===== config.mk =====
export PLATFORM = sky130hd
export DESIGN_NAME = utmi_width_adapter
export DESIGN_NICKNAME = d
export VERILOG_FILES = /design/src/rtl/utmi_wa_pkg.sv /design/src/rtl/utmi_wa_tx.sv /design/src/rtl/utmi_wa_rx.sv /design/src/rtl/utmi_wa_dir.sv /design/src/rtl/utmi_width_adapter.sv
export SDC_FILE = /design/constraint.sdc
export NUM_CORES = 1
export LEC_CHECK = 0
export ABC_AREA = 1
export ABC_CLOCK_PERIOD_IN_PS = 1000
export BUFFER_PORTS_ARGS = -buffer_cell sky130_fd_sc_hd__buf_2
export CORE_ASPECT_RATIO = 1.5
export CORE_MARGIN = 1.5
export CORE_UTILIZATION = 28
export CTS_CLUSTER_SIZE = 28
export DETAILED_ROUTE_END_ITERATION = 7
export GPL_ROUTABILITY_DRIVEN = 0
export SETUP_SLACK_MARGIN = 0.05
export SYNTH_ARGS = -nofsm -noshare
export SYNTH_HDL_FRONTEND = slang
export SYNTH_HIERARCHICAL = 1
export SYNTH_SLANG_ARGS = --single-unit

===== constraint.sdc =====
create_clock -name clk -period 1 [get_ports clk]
set_input_delay 0.15 -clock clk [delete_from_list [all_inputs] [get_ports clk]]
set_output_delay 0.15 -clock clk [all_outputs]
set_load 0.005 [all_outputs]

===== src/rtl/utmi_wa_pkg.sv =====
package utmi_wa_pkg;
  typedef enum logic {
    TXP_LOW  = 1'b0,
    TXP_HIGH = 1'b1
  } tx_phase_e;

  localparam int LANE_CNT = 2;
endpackage


===== src/rtl/utmi_wa_tx.sv =====
module utmi_wa_tx
  import utmi_wa_pkg::*;
#(
  parameter int BYTE_W = 8,
  localparam int WORD_W = BYTE_W * LANE_CNT
) (
  input  logic              clk,
  input  logic              rst,
  input  logic              en,
  input  logic              if_ce,
  input  logic              tx_valid,
  input  logic [WORD_W-1:0] word_in,
  input  logic              hi_in,
  input  logic              core_ready,
  output logic              core_valid,
  output logic [BYTE_W-1:0] core_data,
  output logic              word_done
);
  tx_phase_e phase_q;
  logic      pend_q;
  logic      take;
  logic      last_byte;

  // Offer a byte only while a word is in flight and not yet acknowledged.
  assign core_valid = tx_valid & ~pend_q;
  assign core_data  = (phase_q == TXP_HIGH) ? word_in[WORD_W-1 -: BYTE_W]
                                            : word_in[BYTE_W-1:0];
  assign take       = core_valid & core_ready;
  assign last_byte  = take & ((phase_q == TXP_HIGH) | ~hi_in);
  assign word_done  = pend_q & if_ce;

  always_ff @(posedge clk) begin
    if (rst || !en || !tx_valid) begin
      phase_q <= TXP_LOW;
      pend_q  <= 1'b0;
    end else if (word_done) begin
      pend_q  <= 1'b0;
    end else if (last_byte) begin
      pend_q  <= 1'b1;
      phase_q <= TXP_LOW;
    end else if (take) begin
      phase_q <= TXP_HIGH;
    end
  end
endmodule


===== src/rtl/utmi_wa_rx.sv =====
module utmi_wa_rx
  import utmi_wa_pkg::*;
#(
  parameter int BYTE_W = 8,
  localparam int WORD_W = BYTE_W * LANE_CNT
) (
  input  logic              clk,
  input  logic              rst,
  input  logic              en,
  input  logic              if_ce,
  input  logic              hold,
  input  logic              core_valid,
  input  logic [BYTE_W-1:0] core_data,
  input  logic              core_active,
  output logic              word_valid,
  output logic [WORD_W-1:0] word_data,
  output logic              word_hi,
  output logic              pkt_active
);
  logic [BYTE_W-1:0] low_q;
  logic              have_low_q;
  logic [WORD_W-1:0] out_q;
  logic              out_hi_q;
  logic              out_full_q;
  logic              byte_in;
  logic              pair_done;
  logic              odd_flush;
  logic              deliver;

  assign byte_in    = core_valid & core_active;
  assign pair_done  = byte_in & have_low_q;
  assign odd_flush  = have_low_q & ~core_active;
  assign deliver    = out_full_q & if_ce & ~hold;

  assign word_valid = deliver;
  assign word_data  = out_q;
  assign word_hi    = out_hi_q;
  assign pkt_active = core_active | have_low_q | out_full_q;

  always_ff @(posedge clk) begin
    if (rst || !en) begin
      low_q      <= '0;
      have_low_q <= 1'b0;
      out_q      <= '0;
      out_hi_q   <= 1'b0;
      out_full_q <= 1'b0;
    end else begin
      if (pair_done) begin
        out_q      <= {core_data, low_q};
        out_hi_q   <= 1'b1;
        out_full_q <= 1'b1;
        have_low_q <= 1'b0;
      end else if (odd_flush) begin
        out_q      <= {{(WORD_W-BYTE_W){1'b0}}, low_q};
        out_hi_q   <= 1'b0;
        out_full_q <= 1'b1;
        have_low_q <= 1'b0;
      end else begin
        if (deliver) out_full_q <= 1'b0;
        if (byte_in) begin
          low_q      <= core_data;
          have_low_q <= 1'b1;
        end
      end
    end
  end
endmodule


===== src/rtl/utmi_wa_dir.sv =====
module utmi_wa_dir
  import utmi_wa_pkg::*;
#(
  parameter int BYTE_W = 8,
  localparam int WORD_W = BYTE_W * LANE_CNT
) (
  input  logic                wide,
  input  logic                tx_valid,
  input  logic                w_valid,
  input  logic [WORD_W-1:0]   w_data,
  input  logic                w_hi,
  input  logic                n_rx_valid,
  input  logic [BYTE_W-1:0]   n_rx_data,
  output logic [WORD_W-1:0]   bus_out,
  output logic [LANE_CNT-1:0] bus_oe,
  output logic                hi_out,
  output logic                hi_oe
);
  logic drive;

  assign drive  = wide & ~tx_valid & w_valid;
  assign hi_oe  = drive;
  assign hi_out = drive & w_hi;

  for (genvar l = 0; l < LANE_CNT; l++) begin : g_lane
    localparam bit TOP_LANE = (l == LANE_CNT - 1);
    assign bus_oe[l] = wide ? drive : TOP_LANE;
    assign bus_out[l*BYTE_W +: BYTE_W] =
      wide ? (drive ? w_data[l*BYTE_W +: BYTE_W] : '0)
           : ((TOP_LANE && n_rx_valid) ? n_rx_data : '0);
  end
endmodule


===== src/rtl/utmi_width_adapter.sv =====
module utmi_width_adapter
  import utmi_wa_pkg::*;
#(
  parameter int BYTE_W = 8,
  localparam int WORD_W = BYTE_W * LANE_CNT
) (
  input  logic                clk,
  input  logic                rst,
  input  logic                wide_mode,
  input  logic                if_ce,
  input  logic                tx_valid,
  output logic                tx_ready,
  input  logic [WORD_W-1:0]   bus_in,
  output logic [WORD_W-1:0]   bus_out,
  output logic [LANE_CNT-1:0] bus_oe,
  input  logic                hi_in,
  output logic                hi_out,
  output logic                hi_oe,
  output logic                rx_valid,
  output logic                rx_active,
  output logic                core_tx_valid,
  output logic [BYTE_W-1:0]   core_tx_data,
  input  logic                core_tx_ready,
  input  logic                core_rx_valid,
  input  logic [BYTE_W-1:0]   core_rx_data,
  input  logic                core_rx_active
);
  logic              w_core_valid;
  logic [BYTE_W-1:0] w_core_data;
  logic              w_word_done;
  logic              w_rx_valid;
  logic [WORD_W-1:0] w_rx_data;
  logic              w_rx_hi;
  logic              w_rx_active;

  utmi_wa_tx #(.BYTE_W(BYTE_W)) u_tx (
    .clk        (clk),
    .rst        (rst),
    .en         (wide_mode),
    .if_ce      (if_ce),
    .tx_valid   (tx_valid),
    .word_in    (bus_in),
    .hi_in      (hi_in),
    .core_ready (core_tx_ready),
    .core_valid (w_core_valid),
    .core_data  (w_core_data),
    .word_done  (w_word_done)
  );

  utmi_wa_rx #(.BYTE_W(BYTE_W)) u_rx (
    .clk         (clk),
    .rst         (rst),
    .en          (wide_mode),
    .if_ce       (if_ce),
    .hold        (tx_valid),
    .core_valid  (core_rx_valid),
    .core_data   (core_rx_data),
    .core_active (core_rx_active),
    .word_valid  (w_rx_valid),
    .word_data   (w_rx_data),
    .word_hi     (w_rx_hi),
    .pkt_active  (w_rx_active)
  );

  utmi_wa_dir #(.BYTE_W(BYTE_W)) u_dir (
    .wide       (wide_mode),
    .tx_valid   (tx_valid),
    .w_valid    (w_rx_valid),
    .w_data     (w_rx_data),
    .w_hi       (w_rx_hi),
    .n_rx_valid (core_rx_valid),
    .n_rx_data  (core_rx_data),
    .bus_out    (bus_out),
    .bus_oe     (bus_oe),
    .hi_out     (hi_out),
    .hi_oe      (hi_oe)
  );

  // Narrow mode is a straight pass-through; wide mode uses the converters.
  assign core_tx_valid = wide_mode ? w_core_valid : tx_valid;
  assign core_tx_data  = wide_mode ? w_core_data  : bus_in[BYTE_W-1:0];
  assign tx_ready      = wide_mode ? w_word_done  : core_tx_ready;
  assign rx_valid      = wide_mode ? w_rx_valid   : core_rx_valid;
  assign rx_active     = wide_mode ? w_rx_active  : core_rx_active;
endmodule


# Yosys cells after proc, flatten, opt, wreduce, memory -nomap -nowiden
# Cells that the tools add are included.
totals:
  in_bits: 33
  ff_bits: 29
  elab_cells: 62
  out_inout_bits: 32
op_classes:
  n_reduce_logical: 11
  mux: 22
  n_bitwise: 22
ops:
  columns: ["op", "count"]
  rows:
  - ["8-bit two-way mux", 7]
  - ["16-bit two-way mux", 2]
  - ["1-bit two-way mux", 13]
  - ["1-bit bitwise AND", 12]
  - ["1-bit NOT", 7]
  - ["2-bit nonzero test", 2]
  - ["1-bit OR", 3]
  - ["3-bit AND reduction", 1]
  - ["3-bit nonzero test", 1]
  - ["3-bit OR reduction", 1]
  - ["1-bit logical NOT", 2]
  - ["1-bit logical OR", 2]
  - ["2-bit AND reduction", 1]
  - ["2-bit OR reduction", 1]

# Logic depth before layout (Yosys ltp)
# Gate-level depths: netlist of the first run.
depth:
  word_depth: 6
  mapped_depth: 7

# Hierarchy
# The synthesis of the first run kept the hierarchy.
modules_own_cells:
  columns: ["mod", "cells_per_inst", "area_per_inst_um2", "n_inst"]
  rows:
  - ["utmi_wa_rx", 154, 1146.1, 1]
  - ["utmi_wa_dir", 52, 292.8, 1]
  - ["utmi_wa_tx", 44, 261.5, 1]
  - ["utmi_width_adapter", 39, 157.7, 1]

# Least setup slack after synthesis of the first run
# No wires, ideal clock.
synth_path:
  path_type: "register to output"
  from: "register u_rx.out_full_q"
  to: "output port bus_out[1]"
  slack_ps: -99
  arrival_time_ps: 949
  path_stages_with_launch: 7
  t_required_ps: 850
  cell_sequence: "dfxtp_1 nand2_1 nor2_1 buf_6 nand3_4 buf_6 nor2_2"
synth_via:
  elab_chain_len: 5
synth_lines:
  columns: ["element", "line", "source"]
  rows:
  - ["start, declared", "utmi_wa_rx.sv:24", "logic out_full_q;"]
  - ["start signal, assigned", "utmi_wa_rx.sv:46", "out_full_q <= 1'b0;"]
  - ["start signal, assigned", "utmi_wa_rx.sv:51", "out_full_q <= 1'b1;"]
  - ["start signal, assigned", "utmi_wa_rx.sv:56", "out_full_q <= 1'b1;"]
  - ["1-bit bitwise AND (2 in a row)", "utmi_wa_rx.sv:33", "assign deliver = out_full_q & if_ce & ~hold;"]
  - ["net w_rx_valid", "utmi_width_adapter.sv:31", "logic w_rx_valid;"]
  - ["1-bit bitwise AND", "utmi_wa_dir.sv:21", "assign drive = wide & ~tx_valid & w_valid;"]
  - ["8-bit two-way mux (2 in a row)", "utmi_wa_dir.sv:29", "wide ? (drive ? w_data[l*BYTE_W +: BYTE_W] : '0)"]
  - ["end, declared", "utmi_width_adapter.sv:14", "output logic [WORD_W-1:0] bus_out,"]
# The timed path passes the listed nets, and every way through them passes these cells.

# Worst setup path after layout of the first run
layout_path:
  from: "register u_rx.out_full_q"
  to: "output port bus_out[7]"
# Same word-level chain as after synthesis.

==> metrics, run 1 <==
Synth Cell Area=~1900 um^2; Seq/Total Area, Yosys=0.312; Cells after Synth=289; Yosys top cell area share=0.312; Rows=36; worst rel slew slack=0.828; CP Max Fanout=11; H-tree levels=2; syn avg cell area=roughly 6.4 um^2; final net count=a little over 400; initial antenna violation count=0; Period minus WS final=between 1 and 1.5 ns; WP data required=approximately 0.85 ns; final setup TNS=-11.00 ns; Reg power frac=0.437; worst min path class=in -> reg; Congestion Overflow GR=0; Clock Tree Buf Depth=2; Max IR drop VDD=between 400 and 500 uV; skew final=about 0.0086 ns; fin util=0.419; TritonCTS sink count=29; CTS tree=yes; vias in the first global route=~1.9k; Crit Path Category=reg -> out; die area=a little over 7000 um^2; Clock transition at path regs=0.07 ns; WL per Instance=about 11 um; endpoints failing setup=34; core area=approximately 6400 um^2; Max Slew Vio Count=0; RSZ-0062 raised after global routing=true; PnR worst setup slack=-0.399 ns; failing checks=setup timing; synth cell count leaders=nand2_1, nor2_1, dfxtp_1, inv_1, nand3_1; final hold slack=roughly 0.13 ns; total CTS buffers=5; type of origin of the critical path=register; Synth Flop Type=dfxtp_1; most frequent cell after synthesis=nand2_1; Cell variety after synth=23; number of diodes=0; pwr/cell area=1000 nW/um^2; delay-heaviest family, CP=simple AND/OR/NAND/NOR gates; pin count of the biggest net entering global routing=35; clock share of power=0.352; Hold Buf Count CTS=0; Logic pwr share=0.211; Slowest cell on crit path=dfxtp_2; die width=about 70 um; fill count=670; Crit. End Element=output port; initial DRC count=~100; WP data arrival=1.25 ns; status=complete, but fails checks; CP cell instances=nand2_2 -> nor2_4 -> nand3_4 -> buf_12 -> nor2_1 -> buf_2; final wirelength=about 5100 um; switching power=approximately 0.8 mW; Pleak=1.39 nW; first-pass GRT wire length=about 8300 um; clk_lat worst skew=between 0.2 and 0.3 ns; routed vias=2052; Yosys top cell by area=dfxtp_1; Post-synth EDFFs=0; fin crit share=1.40; initial core utilization=0.288; Final Hold Fails=0; root buffer cell=clkbuf_8; syn_nets=about 320; IO buf count=between 60 and 70; Worst Max-Slew Pin Slew=around 0.26 ns; Placed Instance Area=around 2400 um^2; DR pass1 iterations=4; cell area after layout=roughly 2700 um^2; max_cap viols=0; Fmax=~0.71 GHz; ratio of cells with drive above 1 in the final layout=0.423; Worst path max stage delay=0.33 ns; vias per cell=4.52; switching portion of total power=0.297; Synth area leaders=dfxtp_1, nand2_1, nand3_1; Power, Total=2.70 mW; dpl hpwl=about 3600 um; post-detailed-route count of antenna-violating nets=0; Async S/R FF share, synth=0; crit path buf inv count=2; internal power=1.90 mW; area grow syn2layout=45.2%; total track usage=0.144; FF+latch count, synth=29; Yosys warnings=6; Die Y-Extent=between 100 and 150 um; DRC violations left=0; Ports=65
==> power by group through the flow <==
stage	Clock [mW]	Combinational, mW	Sequential (mW)
after floorplan	0	0.281	1.21
after global placement	0	0.501	1.21
after detailed placement	0	0.505	1.21
after CTS	0.981	0.534	1.18
after global routing	1.03	0.636	1.18
final	0.951	0.572	1.18
==> final timing paths <==
path                         from       endpoint  slack [ns]  depth (start not counted)
setup / recovery  u_rx/out_full_q     bus_out[7]       -0.40                          6
hold / removal    core_rx_data[1]  u_rx/low_q[1]        0.13                          3
setup reg to reg     u_tx/phase_q    u_tx/pend_q       -0.12                          7
hold reg to reg      u_rx/word_hi   u_rx/word_hi        0.46                          2
==> worst register-to-register path, cell delays in order, from the launching register on <==
cell     delay (ns)
dfxtp_4        0.38
buf_12         0.15
inv_8          0.05
buf_6          0.11
buf_6          0.11
nand2_4        0.06
nand3_4        0.07
a21oi_2        0.12
==> metal layers <==
layer	vias to the layer above	GRT usage	share of wire
met2	69	0.274	0.53
met5	-	0	0
li1	1064	-	-
met3	14	0.0332	0.056
met1	905	0.146	0.38
met4	0	0.0739	0.032
==> flip-flops by register name, summed over array words and instances, names as in the netlist <==
register / cells
u_rx/have_low_q: 1
u_rx/low_q: 8
u_rx/out_full_q: 1
u_rx/word_data: 16
u_rx/word_hi: 1
u_tx/pend_q: 1
u_tx/phase_q: 1
==> cell type report <==
type,count,area [um^2],share of cell area
inverters,32,145,0.0538
repair inverters,1,11.3,0.00417
repair buffers,92,624,0.231
multi-input cells,216,1140,0.423
well taps,76,95.1,0.0353
clock buffers,5,68.8,0.0255
flip-flops and latches,29,593,0.220
clock inverters,3,17.5,0.00649
==> what timing repair did <==
item                                    CTS  global route
cloned                                    2             2
pin swaps                                23            16
setup buffers                             5             3
endpoints found under the setup margin   47            50
resized for setup                        22            30
==> cell usage in the layout (no fill, tap or decap) <==
cell type   instances
nand4_1             8
buf_12              5
nand2_2            16
dfxtp_4             3
nand3_1            25
a21oi_1             8
inv_2               4
buf_2              64
inv_4               2
inv_8               2
clkinvlp_4          1
nand2_1            99
nor2_8              2
inv_1              24
a21oi_2             2
inv_12              1
buf_16              1
nor2_1             28
nand3_4             4
dfxtp_1            25
buf_6               3
nor2_2              8
clkinv_2            2
clkbuf_8            5
nand3_2             1
dfxtp_2             1
nand2_4             9
nor2_4              5
buf_4              19
o21ai_0             1
==> cell families (layout without fill, tap and decap cells) <==
kind of cell    count (synthesis)  in the layout  share of synthesized area
compound gates                 11             11                     0.0337
buf+inv                        46            133                      0.149
flops                          29             29                      0.312
simple gates                  203            205                      0.505
==> stage by stage <==
stage | worst slack (ns) | instances
2_1_floorplan | -0.0614 | 289
3_3_place_gp | -0.131 | 436
3_5_place_dp | -0.160 | 436
4_1_cts | -0.403 | 451
5_1_grt | -0.461 | 454
6_report | -0.399 | 454
Power figures use the tool's default switching activity.
==> run 2, diff against run 1 <==
- SYNTH_HIERARCHICAL: 1 -> default
==> run 2 against run 1 <==
  * Synthesized cell count fell by 14%
  * Flip-flop and latch count did not move
  * Sequential share of layout area rose by 1.5 points
  * Non-clock buffer count fell by 5
  * Sequential power barely moved
  * Critical path type unchanged
  * The run still ends with setup timing left
  * Via count fell by 13%
  * Global-route usage rose by 0.85 points
  * Cell count fell by 11%
  * Total power rose by 13%
  * Critical path depth fell by 1
  * Final area fell by 6.5%
  * Clock skew rose by 0.00064 ns
==> metrics, run 2 <==
status=complete, but fails checks; failing checks=setup timing; H-tree levels=2 (unchanged); Rows=32 (-11%); CP Max Fanout=11 (unchanged); PnR worst setup slack=-0.372 ns (+0.0266 ns); Ports=65 (unchanged); routed vias=1780 (-13%); final net count=368 (-10%); Yosys warnings=0 (-6); initial DRC count=25 (-75%); pin count of the biggest net entering global routing=22 (-37%); number of flip-flops in the largest register=16 (unchanged); total CTS buffers=5 (unchanged); Pleak=1.24 nW (-11%); initial antenna violation count=0 (unchanged); Crit. End Element=output port; cell area after layout=2520 um^2 (-6.5%); dpl hpwl=2980 um (-17%); final wirelength=4480 um (-13%); clk_lat worst skew=0.28 ns (about the same); DP Worst Slack=-0.160 ns (-0.0000300 ns); type of origin of the critical path=register; WP data required=0.85 ns (about the same); Final Hold Fails=0 (unchanged); Period minus WS final=1.37 ns (-0.0266 ns); TritonCTS sink count=29 (unchanged); Max Slew Vio Count=0 (unchanged); Hold Buf Count CTS=0 (unchanged); Crit Path Category=reg -> out; vias in the first global route=1654 (-13%); die width=63.2 um (-9.1%); Async S/R FF share, synth=0 (unchanged); Top Layer Used=met4; Clock Tree Buf Depth=2 (unchanged); fin crit share=1.37 (-0.0266); Clock transition at path regs=0.07 ns (about the same); Synth Cell Area=1520 um^2 (-18%); M1 WL=1670 um (-14%); post-detailed-route count of antenna-violating nets=0 (unchanged); syn avg cell area=6.13 um^2 (-4.7%); first-pass GRT wire length=7090 um (-14%); most common library cell in the layout ignoring fill and taps=nand2_1; max_cap viols=0 (unchanged); syn_nets=281 (-13%); core area=5200 um^2 (-19%); Synth area leaders=dfxtp_1, nand2_1, nor2_1; Post-synth EDFFs=0 (unchanged); initial core utilization=0.292 (+0.00361); Synth Flop Type=dfxtp_1; most frequent cells in the layout=nand2_1, buf_2, nor2_1; Congestion Overflow GR=0 (unchanged); CP cell instances=nand4_1 -> buf_6 -> buf_12 -> o21ai_1 -> buf_2; pwr/cell area=1210 nW/um^2 (+21%); skew final=0.00927 ns (+0.000638 ns); ratio of cells with drive above 1 in the final layout=0.482 (+0.0589); Worst path max stage delay=0.34 ns (about the same); worst min path class=in -> reg; DR WL met2=2400 um (-12%); Max IR drop VDD=849 uV (+97%); Slowest cell on crit path=dfxtp_2; Seq/Total Area, Yosys=0.382 (+0.0694); Placed Instance Area=2010 um^2 (-15%); most frequent cell after synthesis=nand2_1; vias per cell=4.41 (-2.5%); Worst Max-Slew Pin Slew=0.169 ns (-0.0878 ns); root buffer cell=clkbuf_8; area grow syn2layout=65.9%; total track usage=0.152 (+0.00851); CTS tree=yes; Die Y-Extent=93.2 um (-9.3%); DRC violations left=0 (unchanged); synth cell count leaders=nand2_1, nor2_1, dfxtp_1, nand3_1, inv_1; FF+latch count, synth=29 (unchanged); Yosys top cell by area=dfxtp_1; Yosys top cell area share=0.382 (+0.0694); die area=5890 um^2 (-18%); WP data arrival=1.22 ns (-0.03 ns); met3 routed WL=273 um (-5.5%); Cells after Synth=248 (-14%); Cell variety after synth=19 (-17%); DR pass1 iterations=6 (+2); RSZ-0062 raised after global routing=true; WL per Instance=11.1 um (-1.7%); number of diodes=0 (unchanged); worst rel slew slack=0.887 (+0.0589); endpoints failing setup=40 (+18%); IO buf count=64 (unchanged); Fmax=0.729 GHz (+1.9%)
[run 2: changes by cell type in the layout (fill, tap and decap cells not counted), sizes merged, moves of 2 or more]
cell	delta
buf	-6
nand2	-28
a21oi	-7
bufinv	+2
inv	-5
o21ai	+3
nand4	-7
nor2	+5
nand3	-2
[run 2: worst paths after layout]
check / from / cells past startpoint / endpoint / slack [ns]
worst min register to register: u_rx.word_data[13] / 2 / u_rx.word_data[13] / 0.46
worst max register to register: u_rx.have_low_q / 5 / u_rx.word_data[5] / -0.03
worst min-delay path: core_rx_data[5] / 3 / u_rx.word_data[13] / 0.09
worst max-delay path: u_rx.out_full_q / 5 / rx_valid / -0.37
[run 2: cell type report]
type | count | area (um^2)
Clock buffer | 5 | 68.8
Clock inverter | 3 | 65.1
Fill cell | 563 | 2680
Inverter | 30 | 120
Multi-Input combinational cell | 181 | 995
Sequential cell | 29 | 593
Tap cell | 68 | 85.1
Timing Repair Buffer | 87 | 591
Timing Repair inverter | 1 | 5.00
[run 2: per-layer routing]
layer | global-route usage | vias up
met3 | 0.0361 | 15
met1 | 0.151 | 767
met5 | 0 | -
met2 | 0.293 | 71
li1 | - | 927
met4 | 0.0704 | 0
[run 2: logic make-up after synthesis]
kind of cell           after synthesis  synth area share
DFF                                 29             0.382
AOI/OAI and AO/OA                    8            0.0280
and+or+nand+nor                    172             0.469
buffers and inverters               39             0.121
[run 2: worst max-delay path: cells and delay by family (launching register included)]
kind            cells  cell delay, ns
buf+inv             3            0.42
flops               1            0.34
compound gates      1            0.07
simple gates        1            0.11
[run 2: report_power, final]
part           total [mW]  internal, mW  switching [mW]  leakage [nW]
Clock                1.44         0.989           0.453        0.0681
Combinational       0.435         0.196           0.240         0.937
Sequential           1.18          1.17          0.0115         0.237
[run 2: timing repair]
action | CTS | global route
endpoints found under the setup margin | 51 | 57
pin swaps | 14 | 14
resized for setup | 40 | 44
gates cloned | 1 | 2
hold endpoints to repair | 0 | 0
setup buffers | 3 | 3
[run 2: through the flow]
stage               setup TNS [ns]  hold slack, ns  utilization  total power, mW  std cells
floorplan                        0           0.253            -             1.40        248
global placement             -1.38           0.376        0.387             1.57        387
detailed placement           -2.03           0.379        0.387             1.57        387
CTS                          -7.98          0.0796        0.442             3.05        399
global route                -12.02          0.0985        0.485             3.19        404
finish                       -8.97          0.0922        0.485             3.06        404
==> run 3, diff against run 2 <==
- ABC_CLOCK_PERIOD_IN_PS: 1000 -> 1200
- CORE_ASPECT_RATIO: 1.5 -> 0.75
- clock period: 1 -> 1.2 ns (I/O delays scaled with it)
==> run 3 against run 2 <==
  * Clock-buffer cell count grew 2
  * Sequential share of layout area increased by 2.5 points
  * Non-clock buffer count decreased by 7
  * Flip-flop and latch count unchanged
  * Critical path depth unchanged
  * The run still ends with setup timing left
  * Clock power down 39%
  * Sequential power is 16% lower
  * First-iteration DRC count rose by 32%
  * Via count down 1.3%
  * Wire length decreased by 9.0%
==> metrics, run 3 (same netlist as run 2, synthesis figures left out) <==
status=complete, but fails checks; failing checks=setup timing; WL per Instance=10.1 um (-8.8%); DR pass1 iterations=4 (-2); initial core utilization=0.287 (-0.00497); fin util=0.428 (-0.0569); busiest grt layer=met2; max_cap viols=0 (unchanged); total track usage=0.144 (-0.00865); Ports=65 (unchanged); RSZ-0062 raised after global routing=true; pwr/cell area=960 nW/um^2 (-21%); Power, Total=2.17 mW (-29%); Period minus WS final=between 1 and 1.5 ns; ratio of cells with drive above 1 in the final layout=0.381 (-0.101); DP Worst Slack=-0.0210 ns (+0.139 ns); vias per cell=4.36 (-1.1%); Rows=23 (-28%); cell area after layout=2260 um^2 (-10%); endpoints failing setup=22 (-45%); PnR worst setup slack=-0.153 ns (+0.219 ns); routed vias=1756 (-1.3%); cell total after placement=388 (+0.26%); number of diodes=0 (unchanged); clk_lat worst skew=0.27 ns (about the same); final hold slack=0.122 ns (+0.0296 ns); die width=88.1 um (+39%); initial antenna violation count=0 (unchanged); final setup TNS=-2.78 ns (+6.19 ns); fin crit share=1.13; Fmax=between 0.7 and 0.8 GHz; worst rel slew slack=0.757 (-0.131); IO buf count=64 (unchanged); worst min path class=in -> reg; Placed Instance Area=1950 um^2 (-3.0%); pin count of the biggest net entering global routing=25 (+14%); Pleak=1.15 nW (-7.1%); Congestion Overflow GR=0 (unchanged); TritonCTS sink count=29 (unchanged); total CTS buffers=5 (unchanged); initial DRC count=33 (+32%); WP data required=1.02 ns (+0.17 ns); CTS tree=yes; CP Max Fanout=5 (-6); skew final=0.00419 ns (-0.00508 ns); M1 GR Usage=0.174 (+0.0228); Final Hold Fails=0 (unchanged); final net count=360 (-2.2%); Worst Max-Slew Pin Slew=0.364 ns (+0.196 ns); first-pass GRT wire length=6640 um (-6.4%); Hold Buf Count CTS=0 (unchanged); dpl hpwl=2910 um (-2.4%); H-tree levels=2 (unchanged); Final Non-Filler Cells=403 (-0.25%); met2 Usage GRT=0.255 (-0.0378); number of flip-flops in the largest register=16 (unchanged); Max IR drop VDD=501 uV (-41%); Max Slew Vio Count=0 (unchanged); type of origin of the critical path=register; global-route met3 utilization=0.0322 (-0.00388); root buffer cell=clkbuf_8; DRC violations left=0 (unchanged); final wirelength=4070 um (-9.0%); vias in the first global route=1571 (-5.0%); Clock transition at path regs=0.06 ns (about the same); WP data arrival=1.17 ns (-0.05 ns); core area=5300 um^2 (+1.7%); Crit Path Category=reg -> out; most common library cell in the layout ignoring fill and taps=nand2_1; Die Y-Extent=66.8 um (-28%); die area=5880 um^2 (about the same); Crit. End Element=output port; most frequent cells in the layout=nand2_1, buf_2, nor2_1; area grow syn2layout=49.0%; post-detailed-route count of antenna-violating nets=0 (unchanged); Clock Tree Buf Depth=2 (unchanged)
-- run 3: changes by cell type in the layout (fill, tap and decap cells not counted), moves of 3 or more --
cell	change
nor2_2	-10
nand3_2	-9
a21oi_1	+3
a21oi_2	-3
nand2_1	+6
nor2_4	+5
buf_12	-3
nand2_2	-5
o21ai_2	-3
buf_6	-3
nor2_1	+5
nand3_1	+11
-- run 3: worst max-delay path, stage by stage, from the launching register on --
cell,delay [ns]
dfxtp_2,0.33
nand4_1,0.09
buf_6,0.16
buf_8,0.14
nor2_4,0.06
buf_2,0.11
-- run 3: cell type report --
cell class	instances	area, um^2
Fill cell	590	3030
Multi-Input combinational cell	180	866
Sequential cell	29	588
Timing Repair Buffer	80	489
Inverter	30	121
Clock buffer	7	96.3
Tap cell	75	93.8
Clock inverter	1	5.00
Timing Repair inverter	1	5.00
-- run 3: what timing repair did --
item                       CTS  global route
buffers inserted             4             1
resized for setup           32            18
setup endpoints to repair   31            36
gates cloned                 3             0
pin swaps                   10             0
-- run 3: routing by layer --
layer | wire length (um) | up-vias
li1 | - | 911
met1 | 1970 | 790
met2 | 1790 | 51
met3 | 283 | 4
met4 | 27 | 0
met5 | 0 | -
-- run 3: worst paths after layout --
| path | startpoint | endpoint | slack (ns) | cells past startpoint |
|---|---|---|---|---|
| worst max-delay path | u_rx.out_full_q | bus_out[7] | -0.15 | 5 |
| worst min-delay path | core_rx_data[1] | u_rx.word_data[9] | 0.12 | 3 |
| worst max register to register | u_rx.have_low_q | u_rx.have_low_q | 0.13 | 5 |
| worst min register to register | u_tx.pend_q | u_tx.pend_q | 0.47 | 2 |
-- run 3: report_power, final --
part	switching [mW]	internal [mW]	leakage (nW)
Combinational	0.171	0.133	0.863
Clock	0.365	0.517	0.0542
Sequential	0.00821	0.978	0.237
